==> src/rtl/rst_sup_pkg.sv <==
package rst_sup_pkg;
  typedef enum logic [1:0] {
    SEL_LONG  = 2'b00,
    SEL_MID   = 2'b01,
    SEL_SHORT = 2'b10,
    SEL_OFF   = 2'b11
  } wd_sel_e;
endpackage

==> src/rtl/rst_sup_sync.sv <==
module rst_sup_sync #(
  parameter int unsigned STAGES  = 2,
  parameter bit          RST_VAL = 1'b0
) (
  input  logic clk_i,
  input  logic rst_ni,
  input  logic d_i,
  output logic q_o
);
  logic [STAGES-1:0] st_q;

  for (genvar i = 0; i < STAGES; i++) begin : g_stage
    if (i == 0) begin : g_first
      always_ff @(posedge clk_i or negedge rst_ni)
        if (!rst_ni) st_q[0] <= RST_VAL;
        else         st_q[0] <= d_i;
    end else begin : g_next
      always_ff @(posedge clk_i or negedge rst_ni)
        if (!rst_ni) st_q[i] <= RST_VAL;
        else         st_q[i] <= st_q[i-1];
    end
  end

  assign q_o = st_q[STAGES-1];
endmodule

==> src/rtl/rst_sup_hold.sv <==
module rst_sup_hold #(
  parameter int unsigned POR_TICKS = 16,
  localparam int unsigned HW = $clog2(POR_TICKS + 1)
) (
  input  logic clk_i,
  input  logic rst_ni,
  input  logic pwr_ok_i,
  input  logic wd_expire_i,
  output logic active_o
);
  logic [HW-1:0] cnt_q;

  // Low supply or timeout reloads the full hold; otherwise count down to zero.
  always_ff @(posedge clk_i or negedge rst_ni) begin
    if (!rst_ni)                       cnt_q <= HW'(POR_TICKS);
    else if (!pwr_ok_i || wd_expire_i) cnt_q <= HW'(POR_TICKS);
    else if (cnt_q != '0)              cnt_q <= cnt_q - HW'(1);
  end

  assign active_o = (cnt_q != '0);

  p_hold_counts_down_r1: assert property (@(posedge clk_i) disable iff (!rst_ni)
    (pwr_ok_i && !wd_expire_i && cnt_q != '0) |=> (cnt_q == $past(cnt_q) - HW'(1)));
  p_low_supply_holds_r3: assert property (@(posedge clk_i) disable iff (!rst_ni)
    !pwr_ok_i |=> active_o);
endmodule

==> src/rtl/rst_sup_wdog.sv <==
module rst_sup_wdog
  import rst_sup_pkg::*;
#(
  parameter int unsigned LONG_TICKS  = 1000,
  parameter int unsigned MID_TICKS   = 400,
  parameter int unsigned SHORT_TICKS = 100,
  localparam int unsigned MAXL = (LONG_TICKS > MID_TICKS)
                                 ? ((LONG_TICKS > SHORT_TICKS) ? LONG_TICKS : SHORT_TICKS)
                                 : ((MID_TICKS > SHORT_TICKS) ? MID_TICKS : SHORT_TICKS),
  localparam int unsigned W = $clog2(MAXL + 1)
) (
  input  logic       clk_i,
  input  logic       rst_ni,
  input  logic [1:0] sel_i,
  input  logic       kick_i,
  input  logic       hold_i,
  output logic       expire_o
);
  logic [W-1:0] cnt_q, lim;
  logic         en;

  always_comb begin
    en = 1'b1;
    unique case (wd_sel_e'(sel_i))
      SEL_LONG:  lim = W'(LONG_TICKS);
      SEL_MID:   lim = W'(MID_TICKS);
      SEL_SHORT: lim = W'(SHORT_TICKS);
      default: begin lim = W'(MAXL); en = 1'b0; end
    endcase
  end

  // >= covers a select change to a shorter interval mid-count.
  assign expire_o = en && !hold_i && !kick_i && (cnt_q >= lim - W'(1));

  always_ff @(posedge clk_i or negedge rst_ni) begin
    if (!rst_ni)                                  cnt_q <= '0;
    else if (hold_i || !en || kick_i || expire_o) cnt_q <= '0;
    else                                          cnt_q <= cnt_q + W'(1);
  end

  p_wd_bounded_r4: assert property (@(posedge clk_i) disable iff (!rst_ni)
    cnt_q < W'(MAXL));
  p_off_quiet_r5: assert property (@(posedge clk_i) disable iff (!rst_ni)
    (sel_i == SEL_OFF && $past(sel_i) == SEL_OFF) |-> (cnt_q == '0));
  p_kick_clears_r6: assert property (@(posedge clk_i) disable iff (!rst_ni)
    kick_i |=> (cnt_q == '0));
  p_idle_in_reset_r9: assert property (@(posedge clk_i) disable iff (!rst_ni)
    hold_i |=> !expire_o);
endmodule

==> src/rtl/rst_supervisor.sv <==
module rst_supervisor #(
  parameter int unsigned POR_TICKS      = 16,
  parameter int unsigned WD_LONG_TICKS  = 1000,
  parameter int unsigned WD_MID_TICKS   = 400,
  parameter int unsigned WD_SHORT_TICKS = 100,
  parameter int unsigned SYNC_STAGES    = 2,
  parameter bit          ACTIVE_LOW     = 1'b1
) (
  input  logic       clk_i,
  input  logic       rst_ni,
  input  logic       pwr_good_i,
  input  logic       cs_ni,
  input  logic [1:0] wd_sel_i,
  output logic       sys_rst_o,
  output logic       cmd_block_o
);
  logic pwr_ok, cs_s, cs_q, kick, wd_expire, rst_act;

  rst_sup_sync #(.STAGES(SYNC_STAGES), .RST_VAL(1'b0)) u_pwr_sync (
    .clk_i(clk_i), .rst_ni(rst_ni), .d_i(pwr_good_i), .q_o(pwr_ok));

  rst_sup_sync #(.STAGES(SYNC_STAGES), .RST_VAL(1'b1)) u_cs_sync (
    .clk_i(clk_i), .rst_ni(rst_ni), .d_i(cs_ni), .q_o(cs_s));

  always_ff @(posedge clk_i or negedge rst_ni)
    if (!rst_ni) cs_q <= 1'b1;
    else         cs_q <= cs_s;

  assign kick = cs_q & ~cs_s;

  rst_sup_wdog #(
    .LONG_TICKS(WD_LONG_TICKS), .MID_TICKS(WD_MID_TICKS), .SHORT_TICKS(WD_SHORT_TICKS)
  ) u_wdog (
    .clk_i(clk_i), .rst_ni(rst_ni), .sel_i(wd_sel_i), .kick_i(kick),
    .hold_i(rst_act), .expire_o(wd_expire));

  rst_sup_hold #(.POR_TICKS(POR_TICKS)) u_hold (
    .clk_i(clk_i), .rst_ni(rst_ni), .pwr_ok_i(pwr_ok),
    .wd_expire_i(wd_expire), .active_o(rst_act));

  if (ACTIVE_LOW) begin : g_pol_low
    assign sys_rst_o = ~rst_act;
  end else begin : g_pol_high
    assign sys_rst_o = rst_act;
  end

  assign cmd_block_o = rst_act;

  p_timeout_starts_pulse_r7: assert property (@(posedge clk_i) disable iff (!rst_ni)
    wd_expire |=> rst_act);
  p_block_on_reset_r2: assert property (@(posedge clk_i) disable iff (!rst_ni)
    $rose(rst_act) |-> cmd_block_o);
  p_supply_low_reset_r3: assert property (@(posedge clk_i) disable iff (!rst_ni)
    (!pwr_ok && $past(!pwr_ok)) |-> cmd_block_o);
endmodule

==> config.mk <==
export PLATFORM = sky130hd
export DESIGN_NAME = rst_supervisor
export DESIGN_NICKNAME = d
export VERILOG_FILES = /design/src/rtl/rst_sup_pkg.sv /design/src/rtl/rst_sup_sync.sv /design/src/rtl/rst_sup_hold.sv /design/src/rtl/rst_sup_wdog.sv /design/src/rtl/rst_supervisor.sv
export SDC_FILE = /design/constraint.sdc
export NUM_CORES = 1
export LEC_CHECK = 0
export ABC_AREA = 1
export BUFFER_PORTS_ARGS = -buffer_cell sky130_fd_sc_hd__clkbuf_2
export CAP_MARGIN = 20
export CORE_MARGIN = 8
export CORE_UTILIZATION = 55
export DETAILED_ROUTE_END_ITERATION = 16
export PLACE_DENSITY = 0.77
export SYNTH_ARGS = -nofsm -noshare
export SYNTH_HDL_FRONTEND = slang
export SYNTH_SLANG_ARGS = --single-unit
==> constraint.sdc <==
create_clock -name clk_i -period 1.97 [get_ports clk_i]
set_input_delay 0.2955 -clock clk_i [delete_from_list [all_inputs] [get_ports clk_i]]
set_output_delay 0.2955 -clock clk_i [all_outputs]
set_load 0.05 [all_outputs]
==> out/metrics.yaml <==
sta:
  fin_crit_ns: 1.849
  setup_tns_ns: 0
  relSlewSlack: 0.6896
  setup_viol: 0
  slew_viol_final: 0
  final_hold_viol_count: 0
  finClkSkew_ns: 0.004410
  rsz0062_at_grt: "no"
  min_period_over_period: 0.9386
  max_freq_mhz: 540.8
  tightestPinTransition_ns: 0.4655
synthesis:
  synth-seq-cells: 20
  synth-warning-count: 0
  netlist_area_um2: 1197
  syn_inst: 136
  syn_area_per_cell_um2: 8.804
  seq_area_frac_synth: 0.4222
  syn-num-nets: 157
  synth_cell_types: 19
worst_setup_path:
  end_kind: "primary output"
  critPathMaxFanout: 6
  worstPathArrival_ns: 1.55
  crit_required_ns: 1.67
  crit_chain: "inv_1, ha_1, nand3_4, inv_1, clkbuf_2"
  critPathMaxStageDelay_ns: 0.39
  cpMostUsedCell: "inv_1"
  crit_type: "reg -> out"
  startpoint_type: "flip-flop"
  worst_path_max_delay_cell: "dfrtp_1"
global_route:
  grt_pass1_vias: 836
  grt-ovfl-total: 0
  groute.usage.overall: 0.1069
  grt_first_pass_wirelength_mm: 3.484
  grt_max_degree: 21
  antenna_found_initial: 0
die:
  die_area_um2: 3926
  rows: 17
  die_w_um: 62.66
  coreArea_um2: 2127
  dieHeight_um: 62.66
  initial_utilization: 0.5629
  ios: 8
route:
  antenna_left: 0
  wirelength_mm: 2.064
  drt_iter0_drc: 31
  viasPerCell: 4.938
  wl_per_cell_um: 11.73
  dr.pass1.iters: 4
  drc: 0
  via_count: 869
clock_network:
  clkTransAtPathRegs_ns: 0.10
  cts_tree: "built"
  clkLatencyLatePin_ns: 0.30
  cts_num_sinks: 20
  htreeDepth: 1
  cts_inserted_buffers: 3
  cts-root-buf: "clkbuf_4"
  cts_max_path_buffers: 2
power_and_ir_drop:
  p_int_w: 0.0006975
  ir_worst_vdd_mv: 0.5323
  sequentialPowerShare: 0.476
  power.leakage_nw: 0.6577
  clockPowerShare: 0.218
  power.total_w: 0.001066
  power_per_cell_area_nw_per_um2: 811.4
  p_switching_w: 0.0003685
  comb_power_share: 0.307
  p_sw_frac: 0.3457
final_layout:
  stdcell_count: 176
  nFillCells: 184
  drive_gt1_frac: 0.1486
  diodes: 0
  fin_util: 0.6176
  fin_nets: 170
  area_delta_synth_final_pct: 9.718
placed_design:
  port_buffers: 7
  dp_hpwl_mm: 1.564
  routabilityCongestion: 0.9376
  dp.cells: 171
status:
  status: "completed"
min_path:
  min_path_type: "in -> reg"
run:
  timing.max_cap.violations: 0
[power groups by stage]
| stage | Combinational (W) | Sequential, W | Clock (W) |
|---|---|---|---|
| after floorplan | 0.000263 | 0.000507 | 0 |
| after global placement | 0.000321 | 0.000512 | 0 |
| after detailed placement | 0.000329 | 0.000514 | 0 |
| after CTS | 0.000333 | 0.000507 | 0.000242 |
| after global routing | 0.000372 | 0.000515 | 0.000256 |
| final | 0.000327 | 0.000507 | 0.000232 |
[sequential cells by signal (all words and copies together) (netlist names)]
name and count:
cs_q 1, u_cs_sync.q_o 1, u_wdog.cnt_q 10, u_hold.cnt_q 5, u_pwr_sync.q_o 1, u_pwr_sync.st_q 1
u_cs_sync.st_q 1
[kinds of logic (layout without fill, tap and decap cells)]
family / after synthesis / after routing / synth area share
buf+inv: 19 / 31 / 0.05956
fa+ha+maj: 15 / 15 / 0.1567
simple gates: 68 / 68 / 0.2696
compound gates: 5 / 5 / 0.02612
xor+xnor: 9 / 9 / 0.06583
flops: 20 / 20 / 0.4221
[synthesized netlist by cell type, drive strengths merged]
library cell | instances | area share
a21oi | 3 | 0.016
o21ai | 1 | 0.0042
xor2 | 6 | 0.044
nor3 | 3 | 0.022
xnor2 | 3 | 0.022
nand3 | 10 | 0.063
inv | 19 | 0.060
ha | 15 | 0.16
nand2 | 28 | 0.090
a21o | 1 | 0.0063
dfstp | 4 | 0.088
dfrtp | 16 | 0.33
nand4 | 3 | 0.016
nor2 | 24 | 0.079
[routing by layer]
layer	part of all wire	routed length, µm	GRT usage	up-vias
met4	0.026	53	0.05698	0
met3	0.040	83	0.02867	8
met1	0.47	969	0.1318	391
met5	0	0	0	-
met2	0.46	957	0.1656	20
li1	-	-	-	450
[cell type report]
cell class	count	area, µm²	share of cell area
well taps	28	35.03	0.02667
multi-input cells	97	620.6	0.4724
flip-flops and latches	20	505.5	0.3848
repair buffers	8	45.04	0.03429
clock buffers	4	36.28	0.02762
inverters	19	71.32	0.05429
[per-stage QoR]
step / hold WS [ns] / setup WS (ns) / instance area, µm²
after floorplan: -0.00009107 / 0.2949 / 1197
after global placement: 0.2693 / 0.1498 / 1267
after detailed placement: 0.2735 / 0.08332 / 1267
after CTS: 0.06025 / 0.09863 / 1314
after global routing: 0.05688 / 0.01657 / 1314
final: 0.06976 / 0.1210 / 1314
[timing repair]
| action | 4_1_cts | 5_1_grt |
|---|---|---|
| endpoints found under the hold margin | 16 | 0 |
| hold buffers | 1 | 0 |
| setup buffers | 0 | 0 |
| setup endpoints to repair | 0 | 0 |
| gates resized for setup | 0 | 0 |
[critical path, delay by kind of cell, from the launching register on]
kind	cells	cell delay (ns)
buffers and inverters	3	0.48
flip-flops	1	0.39
adder cells (fa/ha/maj)	1	0.26
AND/OR/NAND/NOR	1	0.14
[path summary, 6_finish.rpt]
check | start | endpoint | slack (ns) | cells after the start
min reg2reg | u_pwr_sync.st_q[0] | u_pwr_sync.q_o | 0.36 | 0
max reg2reg | u_wdog.cnt_q[5] | u_wdog.cnt_q[0] | 0.37 | 8
min in group asynchronous | rst_ni | u_wdog.cnt_q[1] | 0.47 | 2
min | cs_ni | u_cs_sync.st_q[0] | 0.07 | 1
max in group asynchronous | rst_ni | u_hold.cnt_q[4] | 1.15 | 2
max | u_hold.cnt_q[0] | sys_rst_o | 0.12 | 5
[cell usage in the layout (no fill, tap or decap)]
master         instances
o21ai_0                1
nand3_1                8
nand3_4                2
clkbuf_4               3
clkbuf_8               1
inv_1                 19
xor2_1                 6
a21o_1                 1
a21oi_1                2
xnor2_1                3
nand4_1                3
nand2_1               27
nor3_4                 1
nand2_2                1
dfrtp_1               16
dlygate4sd3_1          1
nor2_1                22
a21oi_2                1
nor3_1                 2
nor2_2                 2
ha_1                  15
clkbuf_2               7
dfstp_2                4
(Power assumes the default switching activity.)
